===== src/rtl/ilv_pkg.sv =====
// Package: shared constants and controller state type for the interleaved
// round engine. The stage count is fixed by the four round operators.
package ilv_pkg;

    // Number of ring stages, and therefore of words in flight per batch.
    localparam int ILV_STAGES = 4;

    // Controller phases of one batch.
    typedef enum logic [1:0] {
        CTL_LOAD = 2'd0,
        CTL_FEED = 2'd1,
        CTL_RUN  = 2'd2,
        CTL_DONE = 2'd3
    } ctl_state_e;

endpackage


===== src/rtl/ilv_stage.sv =====
// Module: one register stage of the round ring. The OP parameter selects
// which round operator this stage applies (0 add index, 1 subtract round,
// 2 mask, 3 multiply). The index and round number ride along unchanged so
// the next stage always sees the values of the word it holds.
// Assumes: RW <= W, and the multiply result is truncated to W bits.
module ilv_stage #(
    parameter int W    = 16,
    parameter int RW   = 8,
    parameter int OP   = 0,
    parameter int MASK = 15,
    parameter int K    = 3
) (
    input  logic          clk,
    input  logic          rst_n,
    input  logic          in_v,
    input  logic [W-1:0]  in_a,
    input  logic [W-1:0]  in_ix,
    input  logic [RW-1:0] in_j,
    output logic          out_v,
    output logic [W-1:0]  out_a,
    output logic [W-1:0]  out_ix,
    output logic [RW-1:0] out_j
);

    localparam logic [W-1:0] MASK_W = W'(MASK);
    localparam logic [W-1:0] K_W    = W'(K);

    logic [W-1:0] op_res;

    // Operator chosen by the stage position.
    generate
        if (OP == 0) begin : g_add
            assign op_res = in_a + in_ix;
        end else if (OP == 1) begin : g_sub
            assign op_res = in_a - W'(in_j);
        end else if (OP == 2) begin : g_mask
            assign op_res = in_a & MASK_W;
        end else begin : g_mul
            assign op_res = in_a * K_W;
        end
    endgenerate

    // Stage register: operator result plus the word's travelling context.
    always_ff @(posedge clk) begin
        if (!rst_n) begin
            out_v  <= 1'b0;
            out_a  <= '0;
            out_ix <= '0;
            out_j  <= '0;
        end else begin
            out_v  <= in_v;
            out_a  <= op_res;
            out_ix <= in_ix;
            out_j  <= in_j;
        end
    end

endmodule


===== src/rtl/ilv_load_buf.sv =====
// Module: shift chain that collects the words of a batch. A shift moves
// every entry one place toward the head and writes the new word at the tail.
// After DEPTH pushes the first accepted word sits at the head, and pops
// (shifts with don't-care input) hand the words out in acceptance order.
// Assumes: pushes and pops never happen in the same cycle.
module ilv_load_buf #(
    parameter int W     = 16,
    parameter int DEPTH = 4
) (
    input  logic         clk,
    input  logic         rst_n,
    input  logic         shift,
    input  logic [W-1:0] in_a,
    input  logic [W-1:0] in_ix,
    output logic [W-1:0] head_a,
    output logic [W-1:0] head_ix
);

    logic [W-1:0] buf_a  [DEPTH];
    logic [W-1:0] buf_ix [DEPTH];

    generate
        for (genvar e = 0; e < DEPTH; e++) begin : g_ent
            if (e == DEPTH - 1) begin : g_tail
                // Tail entry: takes the incoming word on each shift.
                always_ff @(posedge clk) begin
                    if (!rst_n) begin
                        buf_a[e]  <= '0;
                        buf_ix[e] <= '0;
                    end else if (shift) begin
                        buf_a[e]  <= in_a;
                        buf_ix[e] <= in_ix;
                    end
                end
            end else begin : g_body
                // Inner entry: takes its neighbour toward the tail.
                always_ff @(posedge clk) begin
                    if (!rst_n) begin
                        buf_a[e]  <= '0;
                        buf_ix[e] <= '0;
                    end else if (shift) begin
                        buf_a[e]  <= buf_a[e+1];
                        buf_ix[e] <= buf_ix[e+1];
                    end
                end
            end
        end
    endgenerate

    assign head_a  = buf_a[0];
    assign head_ix = buf_ix[0];

endmodule


===== src/rtl/ilv_ctrl.sv =====
// Module: batch controller. It accepts DS words, captures the last round
// number with the final word, feeds the words into the ring on DS
// consecutive cycles, retires words whose round number reaches the last
// round, and pulses done once DS words have retired.
// Assumes: the ring is empty whenever the controller is in LOAD or FEED.
module ilv_ctrl #(
    parameter int DS = 4,
    parameter int RW = 8
) (
    input  logic          clk,
    input  logic          rst_n,
    input  logic          in_valid,
    input  logic [RW-1:0] rounds,
    input  logic          tail_v,
    input  logic [RW-1:0] tail_j,
    output logic          in_ready,
    output logic          push,
    output logic          feed,
    output logic          retire,
    output logic          out_valid,
    output logic          done
);

    import ilv_pkg::*;

    localparam int CW = (DS > 1) ? $clog2(DS) : 1;
    localparam logic [CW-1:0] CNT_LAST = CW'(DS - 1);

    ctl_state_e    st;
    logic [CW-1:0] cnt;
    logic [RW-1:0] round_last;

    // Phase decode for the datapath.
    always_comb begin
        in_ready  = (st == CTL_LOAD);
        push      = in_ready && in_valid;
        feed      = (st == CTL_FEED);
        retire    = tail_v && (tail_j == round_last);
        out_valid = (st == CTL_RUN) && retire;
        done      = (st == CTL_DONE);
    end

    // Phase sequencing, word counting and round-limit capture.
    always_ff @(posedge clk) begin
        if (!rst_n) begin
            st         <= CTL_LOAD;
            cnt        <= '0;
            round_last <= '0;
        end else begin
            unique case (st)
                CTL_LOAD: if (push) begin
                    if (cnt == CNT_LAST) begin
                        st         <= CTL_FEED;
                        cnt        <= '0;
                        round_last <= (rounds == '0) ? '0 : rounds - 1'b1;
                    end else begin
                        cnt <= cnt + 1'b1;
                    end
                end
                CTL_FEED: begin
                    if (cnt == CNT_LAST) begin
                        st  <= CTL_RUN;
                        cnt <= '0;
                    end else begin
                        cnt <= cnt + 1'b1;
                    end
                end
                CTL_RUN: if (out_valid) begin
                    if (cnt == CNT_LAST) begin
                        st  <= CTL_DONE;
                        cnt <= '0;
                    end else begin
                        cnt <= cnt + 1'b1;
                    end
                end
                default: st <= CTL_LOAD;
            endcase
        end
    end

endmodule


===== src/rtl/ilv_round_engine.sv =====
// Module: top of the interleaved round engine. Four operator stages form
// a ring. The ring input is the load buffer head during the feed phase and
// the ring's own tail (round number plus one) otherwise. A word whose tail
// round equals the last round is presented on out_data and not fed back.
// Assumes: the stage count equals the batch size (both ILV_STAGES).
module ilv_round_engine #(
    parameter int W    = 16,
    parameter int RW   = 8,
    parameter int K    = 3,
    parameter int MASK = 15
) (
    input  logic          clk,
    input  logic          rst_n,
    input  logic          in_valid,
    output logic          in_ready,
    input  logic [W-1:0]  in_data,
    input  logic [W-1:0]  in_idx,
    input  logic [RW-1:0] rounds,
    output logic          out_valid,
    output logic [W-1:0]  out_data,
    output logic          done
);

    localparam int DS = ilv_pkg::ILV_STAGES;

    logic          push, feed, retire;
    logic [W-1:0]  head_a, head_ix;
    logic          sv  [DS];
    logic [W-1:0]  sa  [DS];
    logic [W-1:0]  six [DS];
    logic [RW-1:0] sj  [DS];
    logic          r_v;
    logic [W-1:0]  r_a, r_ix;
    logic [RW-1:0] r_j;

    ilv_ctrl #(.DS(DS), .RW(RW)) u_ctrl (
        .clk      (clk),
        .rst_n    (rst_n),
        .in_valid (in_valid),
        .rounds   (rounds),
        .tail_v   (sv[DS-1]),
        .tail_j   (sj[DS-1]),
        .in_ready (in_ready),
        .push     (push),
        .feed     (feed),
        .retire   (retire),
        .out_valid(out_valid),
        .done     (done)
    );

    ilv_load_buf #(.W(W), .DEPTH(DS)) u_buf (
        .clk    (clk),
        .rst_n  (rst_n),
        .shift  (push || feed),
        .in_a   (in_data),
        .in_ix  (in_idx),
        .head_a (head_a),
        .head_ix(head_ix)
    );

    // Ring entry: new word during feed, otherwise the recirculated tail.
    always_comb begin
        if (feed) begin
            r_v  = 1'b1;
            r_a  = head_a;
            r_ix = head_ix;
            r_j  = '0;
        end else begin
            r_v  = sv[DS-1] && !retire;
            r_a  = sa[DS-1];
            r_ix = six[DS-1];
            r_j  = sj[DS-1] + 1'b1;
        end
    end

    generate
        for (genvar g = 0; g < DS; g++) begin : g_stg
            if (g == 0) begin : g_head
                ilv_stage #(.W(W), .RW(RW), .OP(g), .MASK(MASK), .K(K)) u_stage (
                    .clk(clk), .rst_n(rst_n),
                    .in_v(r_v), .in_a(r_a), .in_ix(r_ix), .in_j(r_j),
                    .out_v(sv[g]), .out_a(sa[g]), .out_ix(six[g]), .out_j(sj[g])
                );
            end else begin : g_chain
                ilv_stage #(.W(W), .RW(RW), .OP(g), .MASK(MASK), .K(K)) u_stage (
                    .clk(clk), .rst_n(rst_n),
                    .in_v(sv[g-1]), .in_a(sa[g-1]), .in_ix(six[g-1]), .in_j(sj[g-1]),
                    .out_v(sv[g]), .out_a(sa[g]), .out_ix(six[g]), .out_j(sj[g])
                );
            end
        end
    endgenerate

    assign out_data = sa[DS-1];

endmodule


===== config.mk =====
export PLATFORM = sky130hd
export DESIGN_NAME = ilv_round_engine
export DESIGN_NICKNAME = d
export VERILOG_FILES = /design/src/rtl/ilv_pkg.sv /design/src/rtl/ilv_stage.sv /design/src/rtl/ilv_load_buf.sv /design/src/rtl/ilv_ctrl.sv /design/src/rtl/ilv_round_engine.sv
export SDC_FILE = /design/constraint.sdc
export NUM_CORES = 1
export LEC_CHECK = 0
export BUFFER_PORTS_ARGS = -buffer_cell sky130_fd_sc_hd__buf_2
export CORE_UTILIZATION = 45
export CTS_CLUSTER_SIZE = 12
export DETAILED_ROUTE_END_ITERATION = 16
export GPL_TIMING_DRIVEN = 0
export PLACE_DENSITY = 0.75
export SLEW_MARGIN = 10
export SYNTH_ARGS = -nofsm -noshare
export SYNTH_HDL_FRONTEND = slang
export SYNTH_SLANG_ARGS = --single-unit
export TNS_END_PERCENT = 10

===== constraint.sdc =====
create_clock -name clk -period 2.9 [get_ports clk]
set_input_delay 0.145 -clock clk [delete_from_list [all_inputs] [get_ports clk]]
set_output_delay 0.145 -clock clk [all_outputs]
set_load 0.05 [all_outputs]

== Yosys cells after proc, flatten, opt, wreduce, memory -nomap -nowiden ==
Memories as Yosys holds them, arrays and structs flattened.
Cells that the tools add are included.

* Word-level logic and storage cells: 86
* Output and inout port bits: 19
* Register bits after elaboration: 152
* Memories: 2
* RAM bits: 128

* Equal/unequal tests: 10
* $mul: 1
* Bitwise operators: 9
* Mux-type cells: 26
* Add/sub/neg operators: 5
* Reduce and logical (&&, ||, !) cells: 13

{| class="wikitable"
|+ Memory list
! memory !! words !! bits a word !! rd ports !! clocked after memory_dff !! wr ports !! line !! RTL
|-
| u_buf.buf_a || 4 || 16 || 4 || 0 || 4 || ilv_load_buf.sv:19 || <nowiki>logic [W-1:0] buf_a [DEPTH];</nowiki>
|-
| u_buf.buf_ix || 4 || 16 || 4 || 0 || 4 || ilv_load_buf.sv:20 || <nowiki>logic [W-1:0] buf_ix [DEPTH];</nowiki>
|}

{| class="wikitable"
|+ Operators with widths
! operator !! count
|-
| two-way mux 16 bit || 9
|-
| multiplier 16 x 2 -> 16 bit (second input constant) || 1
|-
| two-way mux 2 bit || 8
|-
| one-hot mux 2 bit (3 select lines) || 2
|-
| adder 8 x 1 -> 8 bit (second input constant) || 1
|-
| == test 8 bit || 1
|-
| zero test 8 bit || 1
|-
| two-way mux 8 bit || 1
|-
| OR 1 bit || 8
|-
| subtractor 8 x 1 -> 8 bit (second input constant) || 1
|-
| == test 2 bit (second input constant) || 3
|-
| inequality test 2 x 1 -> 1 bit (second input constant) || 3
|-
| AND reduction 3 bit || 2
|-
| two-way mux 1 bit || 5
|-
| AND reduction 5 bit || 1
|-
| adder 4 bit || 1
|-
| logical AND 1 bit || 4
|-
| two-way mux 4 bit || 1
|-
| inequality test 2 bit (second input constant) || 2
|-
| subtractor 4 bit || 1
|-
| nonzero test 3 bit || 1
|-
| adder 2 x 1 -> 2 bit (second input constant) || 1
|-
| == test 2 x 1 -> 1 bit (second input constant) || 1
|-
| zero test 2 bit || 1
|-
| other kinds (4) || 4
|}

== Depth between registers and ports, before layout ==
Gate-level depths: netlist of the first run.

* Depth in word-level cells: 7
* Mapped depth: 9
* Depth with buffers taken out: 8

== Cells and area by module ==
From an unflattened synthesis of the first run, not the netlist that was laid out.

* Cell total of the unflattened synthesis: 1052
* Area, all modules: 12414.4 um2

{| class="wikitable"
|+ Modules (own cells, without submodules)
! module !! cells each !! area an instance (um2) !! sequential area each (um2) !! times used
|-
| ilv_load_buf || 285 || 4862.2 || 3843.7 || 1
|-
| ilv_stage at g_stg[0].g_head.u_stage || 189 || 1881.8 || 820.8 || 1
|-
| ilv_stage at g_stg[3].g_chain.u_stage || 175 || 1727.9 || 820.8 || 1
|-
| ilv_stage at g_stg[1].g_chain.u_stage || 162 || 1622.8 || 820.8 || 1
|-
| ilv_stage at g_stg[2].g_chain.u_stage || 74 || 915.9 || 580.6 || 1
|-
| ilv_ctrl || 103 || 854.6 || 240.2 || 1
|-
| ilv_round_engine || 64 || 549.3 || 0.0 || 1
|}

== Worst setup path after synthesis of the first run ==
No wires, ideal clock.

* Path type: register to register
* Start: register u_ctrl.st[0]
* End: memory u_buf.buf_a[0][0] (enable)
* Cell stages (with the launch flop): 5
* Slack: 0.656 ns
* Data required time: 2.512 ns
* Clock period less this slack: 2.244 ns
* Data arrival time: 1.856 ns
* Path through: dfxtp_1 > inv_1 > ha_1 > clkbuf_2 > a21o_1

{| class="wikitable"
|+ RTL lines
! element !! line !! RTL
|-
| start: declaration || ilv_ctrl.sv:29 || <nowiki>ctl_state_e st;</nowiki>
|-
| start signal: assignment || ilv_ctrl.sv:46 || <nowiki>st <= CTL_LOAD;</nowiki>
|-
| start signal: assignment || ilv_ctrl.sv:53 || <nowiki>st <= CTL_FEED;</nowiki>
|-
| start signal: assignment || ilv_ctrl.sv:62 || <nowiki>st <= CTL_RUN;</nowiki>
|-
| end: declaration || ilv_load_buf.sv:19 ||
|}

== Final worst setup path of the first run ==
* Start: register u_ctrl.st[1]
* End: register g_stg[0].g_head.u_stage.out_a[2]

* Cells in the longest elaborated chain, start to end: 3
* Elaborated cells between the ends (all ways): 4

{| class="wikitable"
|+ Ends and longest elaborated chain
! element !! line !! RTL
|-
| == test 2 x 1 -> 1 bit * || ilv_ctrl.sv:37 || <nowiki>feed = (st == CTL_FEED);</nowiki>
|-
| two-way mux 4 bit / two-way mux 16 bit (equally long branches) || ilv_round_engine.sv:63 || <nowiki>if (feed) begin</nowiki>
|-
| adder 4 bit * || ilv_stage.sv:33 || <nowiki>assign op_res = in_a + in_ix;</nowiki>
|-
| end signal: assignment || ilv_stage.sv:52 || <nowiki>out_a <= op_res;</nowiki>
|-
| end: declaration || ilv_stage.sv:20 || <nowiki>output logic [W-1:0] out_a,</nowiki>
|}

Every way passes the cells marked *; elsewhere a longest branch is shown, timed or not.
A chain may end at the register's enable or synchronous reset.

==> impl_results.html, run 1 <==
<table>
<tr><th>Metric</th><th>Value</th></tr>
<tr><th colspan="2">Placement</th></tr>
<tr><td>Placed cells</td><td>about 560</td></tr>
<tr><td>Routability congestion estimate</td><td>a little under 0.8</td></tr>
<tr><td>DP Wirelength</td><td>~5000 um</td></tr>
<tr><td>Port buffer count</td><td>27</td></tr>
<tr><td>Placed Instance Area</td><td>~4800 sq um</td></tr>
<tr><th colspan="2">Floorplanning</th></tr>
<tr><td>Io pins</td><td>between 60 and 70</td></tr>
<tr><td>Row count</td><td>36</td></tr>
<tr><td>Die span in y</td><td>approximately 100 um</td></tr>
<tr><td>Floorplan die area</td><td>between 10000 and 15000 sq um</td></tr>
<tr><td>Overall die width</td><td>approximately 100 um</td></tr>
<tr><td>Placeable core area</td><td>9730 sq um</td></tr>
<tr><td>Starting density of the core</td><td>a little under half</td></tr>
<tr><th colspan="2">Power</th></tr>
<tr><td>Worst IR drop on VDD</td><td>~0.54 mV</td></tr>
<tr><td>Cell leakage power</td><td>2.39 nW</td></tr>
<tr><td>Power density relative to cell area</td><td>between 700 and 800 nW/um^2</td></tr>
<tr><td>Post-route total power</td><td>between 4 and 5 mW</td></tr>
<tr><th colspan="2">Global routing</th></tr>
<tr><td>Pin count of the biggest net entering global routing</td><td>33</td></tr>
<tr><td>GRT Resource Usage Total</td><td>16.1%</td></tr>
<tr><td>Number of global-route vias before repair</td><td>about 2.7k</td></tr>
<tr><td>Antenna violations before repair</td><td>0</td></tr>
<tr><td>Global-route wire length before repair</td><td>roughly 12000 um</td></tr>
<tr><td>Total grt overflow</td><td>0</td></tr>
<tr><th colspan="2">Hold path</th></tr>
<tr><td>Worst min path class</td><td>in -&gt; reg</td></tr>
<tr><th colspan="2">STA</th></tr>
<tr><td>Part of the cycle the worst path needs</td><td>approximately 85%</td></tr>
<tr><td>Max-slew violation count</td><td>0</td></tr>
<tr><td>Final hold slack</td><td>0.0709 ns</td></tr>
<tr><td>Setup repair after global routing missed its margin</td><td>no</td></tr>
<tr><td>Slew at the pin closest to its max-slew limit</td><td>~0.74 ns</td></tr>
<tr><td>Final setup violation count</td><td>0</td></tr>
<tr><td>Max_slew headroom</td><td>~50%</td></tr>
<tr><td>Final min period</td><td>roughly 2.5 ns</td></tr>
<tr><td>Top achievable clock speed</td><td>~400 MHz</td></tr>
<tr><td>Final-report hold violation count</td><td>0</td></tr>
<tr><td>Worst clock skew on the final layout</td><td>0.0104 ns</td></tr>
<tr><td>Setup tns final</td><td>0 ns</td></tr>
<tr><th colspan="2">Routing</th></tr>
<tr><td>Initial drt markers</td><td>71</td></tr>
<tr><td>Average detailed-routed wire length per instance</td><td>12.8 um</td></tr>
<tr><td>Antenna-violating nets left</td><td>0</td></tr>
<tr><td>Router iterations before antenna repair</td><td>4</td></tr>
<tr><td>Via density per instance</td><td>approximately 4.6</td></tr>
<tr><td>Routed via count</td><td>between 2k and 3k</td></tr>
<tr><td>Detailed-route DRC error count</td><td>0</td></tr>
<tr><td>Total Routed Length</td><td>approximately 7700 um</td></tr>
<tr><th colspan="2">Setup path</th></tr>
<tr><td>Biggest fanout along the worst timing path</td><td>10</td></tr>
<tr><td>Number of buffers and inverters on the critical path</td><td>2</td></tr>
<tr><td>Setup crit start kind</td><td>flip-flop</td></tr>
<tr><td>Crit path max-delay cell type</td><td>fa_1</td></tr>
<tr><td>Critical Path RT</td><td>around 3.3 ns</td></tr>
<tr><td>Cells traversed along the worst timing path</td><td>inv_1 -&gt; ha_1 -&gt; buf_2 -&gt; mux2_2 -&gt; ha_1 -&gt; fa_1 -&gt; xor2_1 -&gt; and2_1</td></tr>
<tr><td>Crit path top cell by count</td><td>ha_1</td></tr>
<tr><td>Crit-path max cell delay</td><td>around 0.41 ns</td></tr>
<tr><td>Endpoint class of the critical path</td><td>flip-flop</td></tr>
<tr><td>Arrival time of data at the critical path endpoint</td><td>2.85 ns</td></tr>
<tr><td>Cell type group with the largest total delay on the critical path</td><td>adder cells</td></tr>
<tr><td>Kind of critical path</td><td>reg -&gt; reg</td></tr>
<tr><th colspan="2">Logic synthesis</th></tr>
<tr><td>Syn Std Cell Area</td><td>approximately 4500 sq um</td></tr>
<tr><td>Share of synthesized registers carrying an async set or reset</td><td>0%</td></tr>
<tr><td>Number of distinct library cell variants in the gate-level netlist after synthesis</td><td>just over 40</td></tr>
<tr><td>Synth Warn #</td><td>0</td></tr>
<tr><td>Avg Cell Area, Syn</td><td>around 12 sq um</td></tr>
<tr><td>Most common flop cell mapped by yosys</td><td>dfxtp_1</td></tr>
<tr><td>Seq/Total Area, Yosys</td><td>between 50 and 60%</td></tr>
<tr><td>Number of synthesized register bits</td><td>~110</td></tr>
<tr><td>Number of synthesized flops with an enable pin</td><td>32</td></tr>
<tr><td>Post-synthesis cell count</td><td>390</td></tr>
<tr><th colspan="2">Finish</th></tr>
<tr><td>Final #Nets</td><td>around 520</td></tr>
<tr><td>Final-layout fill cell count</td><td>800</td></tr>
<tr><td>Ratio of cells with drive above 1 in the final layout</td><td>between 10% and 20%</td></tr>
<tr><td>Number of diodes added for antenna fixing</td><td>0</td></tr>
<tr><td>Post-Layout Cell Count</td><td>roughly 600</td></tr>
<tr><td>Final Instance Area</td><td>5560 sq um</td></tr>
<tr><td>Layout overhead on the synthesized area</td><td>23.5%</td></tr>
<tr><th colspan="2">Clocking</th></tr>
<tr><td>Clock transition at the register clock pins on the worst setup and hold paths after CTS</td><td>about 0.060 ns</td></tr>
<tr><td>Number of setup buffers added after CTS</td><td>0</td></tr>
<tr><td>Worst skew pair latency</td><td>about 0.5 ns</td></tr>
<tr><td>Clk root buf</td><td>clkbuf_8</td></tr>
<tr><td>CTS Buffer Depth</td><td>2</td></tr>
<tr><td>Clock sink count</td><td>between 100 and 150</td></tr>
<tr><td>CTS H-tree lvls</td><td>4</td></tr>
<tr><td>CTS tree</td><td>built</td></tr>
<tr><td>TritonCTS buffer count</td><td>17</td></tr>
<tr><th colspan="2">Job</th></tr>
<tr><td>Number of max-capacitance violations reported</td><td>0</td></tr>
<tr><th colspan="2">Outcome</th></tr>
<tr><td>Status</td><td>complete, no violations</td></tr>
</table>
-- cells in the mapped netlist, types with 3 or more instances --
| cell type | n | area share (%) |
|---|---|---|
| nor2b_1 | 11 | 1.5 |
| o21ai_0 | 5 | 0.56 |
| nand3_1 | 5 | 0.56 |
| a22oi_1 | 6 | 1.0 |
| a21o_1 | 3 | 0.50 |
| edfxtp_1 | 32 | 21 |
| inv_1 | 14 | 1.2 |
| mux2_2 | 6 | 1.5 |
| dfxtp_1 | 82 | 36 |
| a21oi_1 | 6 | 0.67 |
| and2_1 | 90 | 13 |
| xor2_1 | 11 | 2.1 |
| fa_1 | 3 | 1.3 |
| ha_1 | 20 | 5.6 |
| xnor2_1 | 16 | 3.1 |
| buf_4 | 10 | 1.7 |
| nor3_1 | 5 | 0.56 |
| nand4_1 | 3 | 0.42 |
| nor2_1 | 15 | 1.3 |
| clkbuf_1 | 12 | 1.0 |
| nand2_1 | 10 | 0.83 |
-- cell usage in the layout (no fill, tap or decap), types with 3 or more instances in the layout --
master         Yosys  layout
dlygate4sd3_1      0      10
buf_4             10      10
nor3_1             5       5
buf_2              1      28
fa_1               3       3
nor2b_1           11      11
edfxtp_1          32      32
o21ai_0            5       5
clkbuf_8           0       3
nand2_1           10      10
clkbuf_1          12      13
ha_1              20      20
nand3_1            5       5
xor2_1            11      11
bufinv_16          0       3
inv_1             14      14
nor2_1            15      15
a22oi_1            6       6
mux2_2             6       6
clkbuf_16          0      17
nand4_1            3       3
a21oi_1            6       6
dfxtp_1           82      82
and2_1            90      90
conb_1             1      10
xnor2_1           16      16
-- path summary, 6_finish.rpt --
check	slack (ns)	end	start	cells past startpoint
setup / recovery	0.44	g_stg[0].g_head.u_stage.out_a[2]	u_ctrl.st[1]	8
hold / removal	0.07	u_ctrl.round_last[4]	rounds[4]	4
setup reg to reg	0.44	g_stg[0].g_head.u_stage.out_a[2]	u_ctrl.st[1]	8
hold reg to reg	0.43	g_stg[3].g_chain.u_stage.out_j[4]	g_stg[2].g_chain.u_stage.out_j[4]	1
-- cell type report --
| class | count | area (sq um) | area share, % |
|---|---|---|---|
| plain buffers | 24 | 130 | 2.34 |
| clock buffers | 21 | 470 | 8.47 |
| inverters | 14 | 52.6 | 0.946 |
| multi-input cells | 247 | 1750 | 31.5 |
| clock inverters | 11 | 149 | 2.68 |
| repair buffers | 37 | 235 | 4.23 |
| well taps | 133 | 166 | 3.00 |
| flip-flops and latches | 114 | 2600 | 46.8 |
-- kinds of logic (layout without fill, tap and decap cells) --
group / Yosys count / after routing / synth area share (%)
AOI/OAI and AO/OA: 31 / 31 / 4.56
xor gates and xnor gates: 27 / 27 / 5.26
adders and majority gates: 23 / 23 / 6.90
buffers and inverters: 38 / 107 / 4.06
DFF: 114 / 114 / 57.8
muxes: 8 / 8 / 1.95
other: 1 / 10 / 0.0833
and+or+nand+nor: 148 / 148 / 19.4
-- through the flow --
stage,utilization [%],setup slack (ns)
after floorplan,-,0.656
after global placement,49.7,0.388
after detailed placement,49.7,0.333
after CTS,57.1,0.303
after global routing,57.1,0.326
final,57.1,0.443
-- worst reg2reg max path, delay by kind of cell, from the launching register on --
kind,cells,cell delay [ns]
DFF,1,0.35
buffers and inverters,2,0.39
xor gates and xnor gates,1,0.17
adders and majority gates,3,0.92
muxes,1,0.36
and+or+nand+nor,1,0.15
-- routing by layer --
metal,vias to the layer above,share of wire [%],GRT usage (%)
met3,5,3.4,6.84
met1,1348,45,18.5
met2,40,51,27.2
li1,1396,-,-
met4,0,0.64,5.49
met5,-,0,0
-- flip-flops by register name (all words and copies together), names as in the netlist, 8 cells and up --
register                      cells
g_stg.g_chain.u_stage.out_a      14
g_stg.g_chain.u_stage.out_ix     12
g_stg.g_chain.u_stage.out_j      24
g_stg.g_head.u_stage.out_j        8
u_buf.buf_a                      16
u_buf.buf_ix                     16
u_ctrl.round_last                 8
-- where the power goes --
part | leakage, nW | switching [mW] | internal, mW
Clock | 0.301 | 0.705 | 1.41
Sequential | 1.02 | 0.0229 | 1.70
Combinational | 1.07 | 0.141 | 0.0903
-- what timing repair did --
action,4_1_cts,5_1_grt
hold buffers,10,0
hold endpoints to repair,9,0
setup endpoints to repair,0,0
gates resized for setup,0,0
(Power assumes the default switching activity.)
==> run 2, diff against run 1 <==
clock period = 2.4 ns   (was 2.9 ns; I/O delays follow)
==> impl_results.html, run 2 (same netlist as run 1, synthesis figures left out) <==
<table>
<tr><th>Metric</th><th>Value</th></tr>
<tr><th colspan="2">Setup path</th></tr>
<tr><td>R2R Path Start</td><td>u_ctrl.st[1] (unchanged)</td></tr>
<tr><td>Biggest fanout along the worst timing path</td><td>10 (unchanged)</td></tr>
<tr><td>Kind of critical path</td><td>reg -&gt; reg (unchanged)</td></tr>
<tr><td>Worst-case register-to-register setup slack</td><td>0.11 ns (was 0.44 ns)</td></tr>
<tr><td>Setup crit start kind</td><td>flip-flop (unchanged)</td></tr>
<tr><td>Launch point of the critical path</td><td>u_ctrl.st[1] (unchanged)</td></tr>
<tr><td>Worst reg2reg path depth</td><td>8 (unchanged)</td></tr>
<tr><td>Worst r2r dst</td><td>g_stg[0].g_head.u_stage.out_a[2] (unchanged)</td></tr>
<tr><td>Endpoint class of the critical path</td><td>flip-flop (unchanged)</td></tr>
<tr><td>Crit path capture</td><td>g_stg[0].g_head.u_stage.out_a[2] (unchanged)</td></tr>
<tr><td>Arrival time of data at the critical path endpoint</td><td>2.68 ns (was 2.85 ns)</td></tr>
<tr><td>Critical Path RT</td><td>2.79 ns (was 3.29 ns)</td></tr>
<tr><th colspan="2">Clocking</th></tr>
<tr><td>CTS H-tree lvls</td><td>4 (unchanged)</td></tr>
<tr><td>Worst skew pair latency</td><td>0.50 ns (about the same)</td></tr>
<tr><td>TritonCTS buffer count</td><td>17 (unchanged)</td></tr>
<tr><td>CTS Buffer Depth</td><td>2 (unchanged)</td></tr>
<tr><td>Clock transition at the register clock pins on the worst setup and hold paths after CTS</td><td>0.06 ns (about the same)</td></tr>
<tr><td>CTS tree</td><td>built (unchanged)</td></tr>
<tr><td>Clk root buf</td><td>clkbuf_8 (unchanged)</td></tr>
<tr><td>Number of setup buffers added after CTS</td><td>0 (unchanged)</td></tr>
<tr><td>Clock sink count</td><td>114 (unchanged)</td></tr>
<tr><th colspan="2">STA</th></tr>
<tr><td>Worst clock skew on the final layout</td><td>0.00833 ns (was 0.0104 ns)</td></tr>
<tr><td>Final min period</td><td>2.29 ns (was 2.46 ns)</td></tr>
<tr><td>Slew at the pin closest to its max-slew limit</td><td>0.725 ns (was 0.738 ns)</td></tr>
<tr><td>Max_slew headroom</td><td>51.6% (was 50.8%)</td></tr>
<tr><td>Part of the cycle the worst path needs</td><td>95.4% (was 84.7%)</td></tr>
<tr><td>Top achievable clock speed</td><td>437 MHz (was 407 MHz)</td></tr>
<tr><td>Final-report hold violation count</td><td>0 (unchanged)</td></tr>
<tr><td>Max-slew violation count</td><td>0 (unchanged)</td></tr>
<tr><td>Setup repair after global routing missed its margin</td><td>no (unchanged)</td></tr>
<tr><td>Final setup violation count</td><td>0 (unchanged)</td></tr>
<tr><th colspan="2">Finish</th></tr>
<tr><td>Final Instance Area</td><td>5570 sq um (was 5560 sq um)</td></tr>
<tr><td>Top register by number of flip-flops</td><td>g_stg.g_chain.u_stage.out_j (unchanged)</td></tr>
<tr><td>Max reg flops</td><td>24 (unchanged)</td></tr>
<tr><td>Largest registers ranked by flip-flop count</td><td>g_stg.g_chain.u_stage.out_j x24, u_buf.buf_a x16, u_buf.buf_ix x16 (unchanged)</td></tr>
<tr><td>Final core utilization</td><td>57.3% (was 57.1%)</td></tr>
<tr><td>Final #Nets</td><td>522 (was 521)</td></tr>
<tr><td>Layout overhead on the synthesized area</td><td>23.9% (was 23.5%)</td></tr>
<tr><td>Number of diodes added for antenna fixing</td><td>0 (unchanged)</td></tr>
<tr><td>Post-Layout Cell Count</td><td>602 (was 601)</td></tr>
<tr><td>Ratio of cells with drive above 1 in the final layout</td><td>17.5% (was 17.3%)</td></tr>
<tr><td>Top library cells by usage in the layout, fill and taps aside</td><td>and2_1 (90), dfxtp_1 (82), edfxtp_1 (32) (unchanged)</td></tr>
<tr><td>Most common library cell in the layout ignoring fill and taps</td><td>and2_1 (unchanged)</td></tr>
<tr><th colspan="2">Power</th></tr>
<tr><td>Power density relative to cell area</td><td>883 nW/um^2 (was 733 nW/um^2)</td></tr>
<tr><td>Cell leakage power</td><td>2.39 nW (about the same)</td></tr>
<tr><td>Sw Ratio</td><td>21.4% (about the same)</td></tr>
<tr><td>Clock network power share</td><td>51.9% (about the same)</td></tr>
<tr><td>Worst IR drop on VDD</td><td>0.650 mV (was 0.537 mV)</td></tr>
<tr><td>Switching power</td><td>1.05 mW (was 0.870 mW)</td></tr>
<tr><td>Comb power frac</td><td>5.7% (about the same)</td></tr>
<tr><td>Register share of total power</td><td>42.4% (about the same)</td></tr>
<tr><td>Cell internal power dissipation</td><td>3.87 mW (was 3.20 mW)</td></tr>
<tr><th colspan="2">Hold path</th></tr>
<tr><td>Worst min path class</td><td>in -&gt; reg (unchanged)</td></tr>
<tr><td>Critical hold path startpoint</td><td>rounds[4] (unchanged)</td></tr>
<tr><th colspan="2">Floorplanning</th></tr>
<tr><td>Starting density of the core</td><td>46.2% (unchanged)</td></tr>
<tr><td>Floorplan die area</td><td>10400 sq um (unchanged)</td></tr>
<tr><td>Row count</td><td>36 (unchanged)</td></tr>
<tr><td>Overall die width</td><td>102 um (unchanged)</td></tr>
<tr><td>Die span in y</td><td>102 um (unchanged)</td></tr>
<tr><td>Placeable core area</td><td>9730 sq um (unchanged)</td></tr>
<tr><td>Io pins</td><td>62 (unchanged)</td></tr>
<tr><th colspan="2">Placement</th></tr>
<tr><td>Placed cells</td><td>559 (unchanged)</td></tr>
<tr><td>Routability congestion estimate</td><td>0.783 (unchanged)</td></tr>
<tr><td>DP Wirelength</td><td>4980 um (unchanged)</td></tr>
<tr><td>Port buffer count</td><td>27 (unchanged)</td></tr>
<tr><td>Placed Instance Area</td><td>4830 sq um (unchanged)</td></tr>
<tr><th colspan="2">Global routing</th></tr>
<tr><td>Global-route wire length before repair</td><td>12400 um (was 12300 um)</td></tr>
<tr><td>Total grt overflow</td><td>0 (unchanged)</td></tr>
<tr><td>Antenna violations before repair</td><td>0 (unchanged)</td></tr>
<tr><td>Number of global-route vias before repair</td><td>2710 (was 2702)</td></tr>
<tr><td>GRT Resource Usage Total</td><td>16.2% (was 16.1%)</td></tr>
<tr><td>Pin count of the biggest net entering global routing</td><td>33 (unchanged)</td></tr>
<tr><th colspan="2">Routing</th></tr>
<tr><td>Initial drt markers</td><td>80 (was 71)</td></tr>
<tr><td>Router iterations before antenna repair</td><td>4 (unchanged)</td></tr>
<tr><td>Detailed-route DRC error count</td><td>0 (unchanged)</td></tr>
<tr><td>Antenna-violating nets left</td><td>0 (unchanged)</td></tr>
<tr><td>Via density per instance</td><td>4.62 (was 4.64)</td></tr>
<tr><td>Total Routed Length</td><td>7670 um (was 7700 um)</td></tr>
<tr><td>Routed via count</td><td>2779 (was 2789)</td></tr>
<tr><td>Average detailed-routed wire length per instance</td><td>12.7 um (was 12.8 um)</td></tr>
<tr><th colspan="2">Job</th></tr>
<tr><td>Number of max-capacitance violations reported</td><td>0 (unchanged)</td></tr>
<tr><th colspan="2">Outcome</th></tr>
<tr><td>Status</td><td>complete, no violations (unchanged)</td></tr>
</table>
-- run 2: worst min path at each step --
| stage | depth (start not counted) | to |
|---|---|---|
| after global routing | 4 | u_ctrl.round_last[4] |
| after CTS | 4 | u_ctrl.round_last[2] |
| after detailed placement | 2 | u_buf.buf_a[3][2] |
| after floorplan | 2 | u_ctrl.round_last[7] |
| after global placement | 2 | u_buf.buf_a[3][2] |
| final | 4 | u_ctrl.round_last[4] |
-- run 2: what timing repair did --
item                                    in CTS  in global routing
gates resized for setup                      2                  2
hold endpoints to repair                     9                  0
hold buffers                                11                  0
endpoints found under the setup margin      34                  2
-- run 2: worst max-delay path: stages, from the launching register on --
cell	delay [ns]
dfxtp_1	0.35
inv_1	0.10
ha_2	0.26
buf_6	0.17
mux2_2	0.34
ha_1	0.23
fa_1	0.41
xor2_1	0.17
and2_1	0.15
-- run 2: final cells by class --
type | instances | area (sq um)
multi-input combinational | 247 | 1750
fill | 798 | 4160
clock inverter | 11 | 149
timing repair buffer | 38 | 245
buffer | 24 | 136
inverter | 14 | 52.6
tap | 133 | 166
sequential | 114 | 2600
clock buffer | 21 | 470
-- run 2: layer usage --
layer	global-route usage (%)	vias to the layer above	wire length (um)
li1	-	1395	-
met1	18.5	1326	3370
met2	27.5	49	3900
met3	6.84	9	333
met4	5.49	0	75
met5	0	-	0
-- run 2: power groups by stage --
stage | Sequential, mW | Clock (mW) | Combinational, mW
2_1_floorplan | 2.13 | 0 | 0.181
4_1_cts | 2.09 | 2.59 | 0.282
6_report | 2.08 | 2.55 | 0.281
5_1_grt | 2.09 | 2.69 | 0.311
3_3_place_gp | 2.12 | 0 | 0.260
3_5_place_dp | 2.12 | 0 | 0.267
-- run 2: stage by stage --
step	setup TNS (ns)	total power [mW]	hold WS (ns)	worst slack, ns
after floorplan	0	2.32	0.280	0.156
after global placement	-3.57	2.38	0.396	-0.112
after detailed placement	-5.35	2.39	0.400	-0.167
after CTS	0	4.96	0.0356	0.0106
after global routing	0	5.09	0.0364	0.0140
final	0	4.92	0.0469	0.109
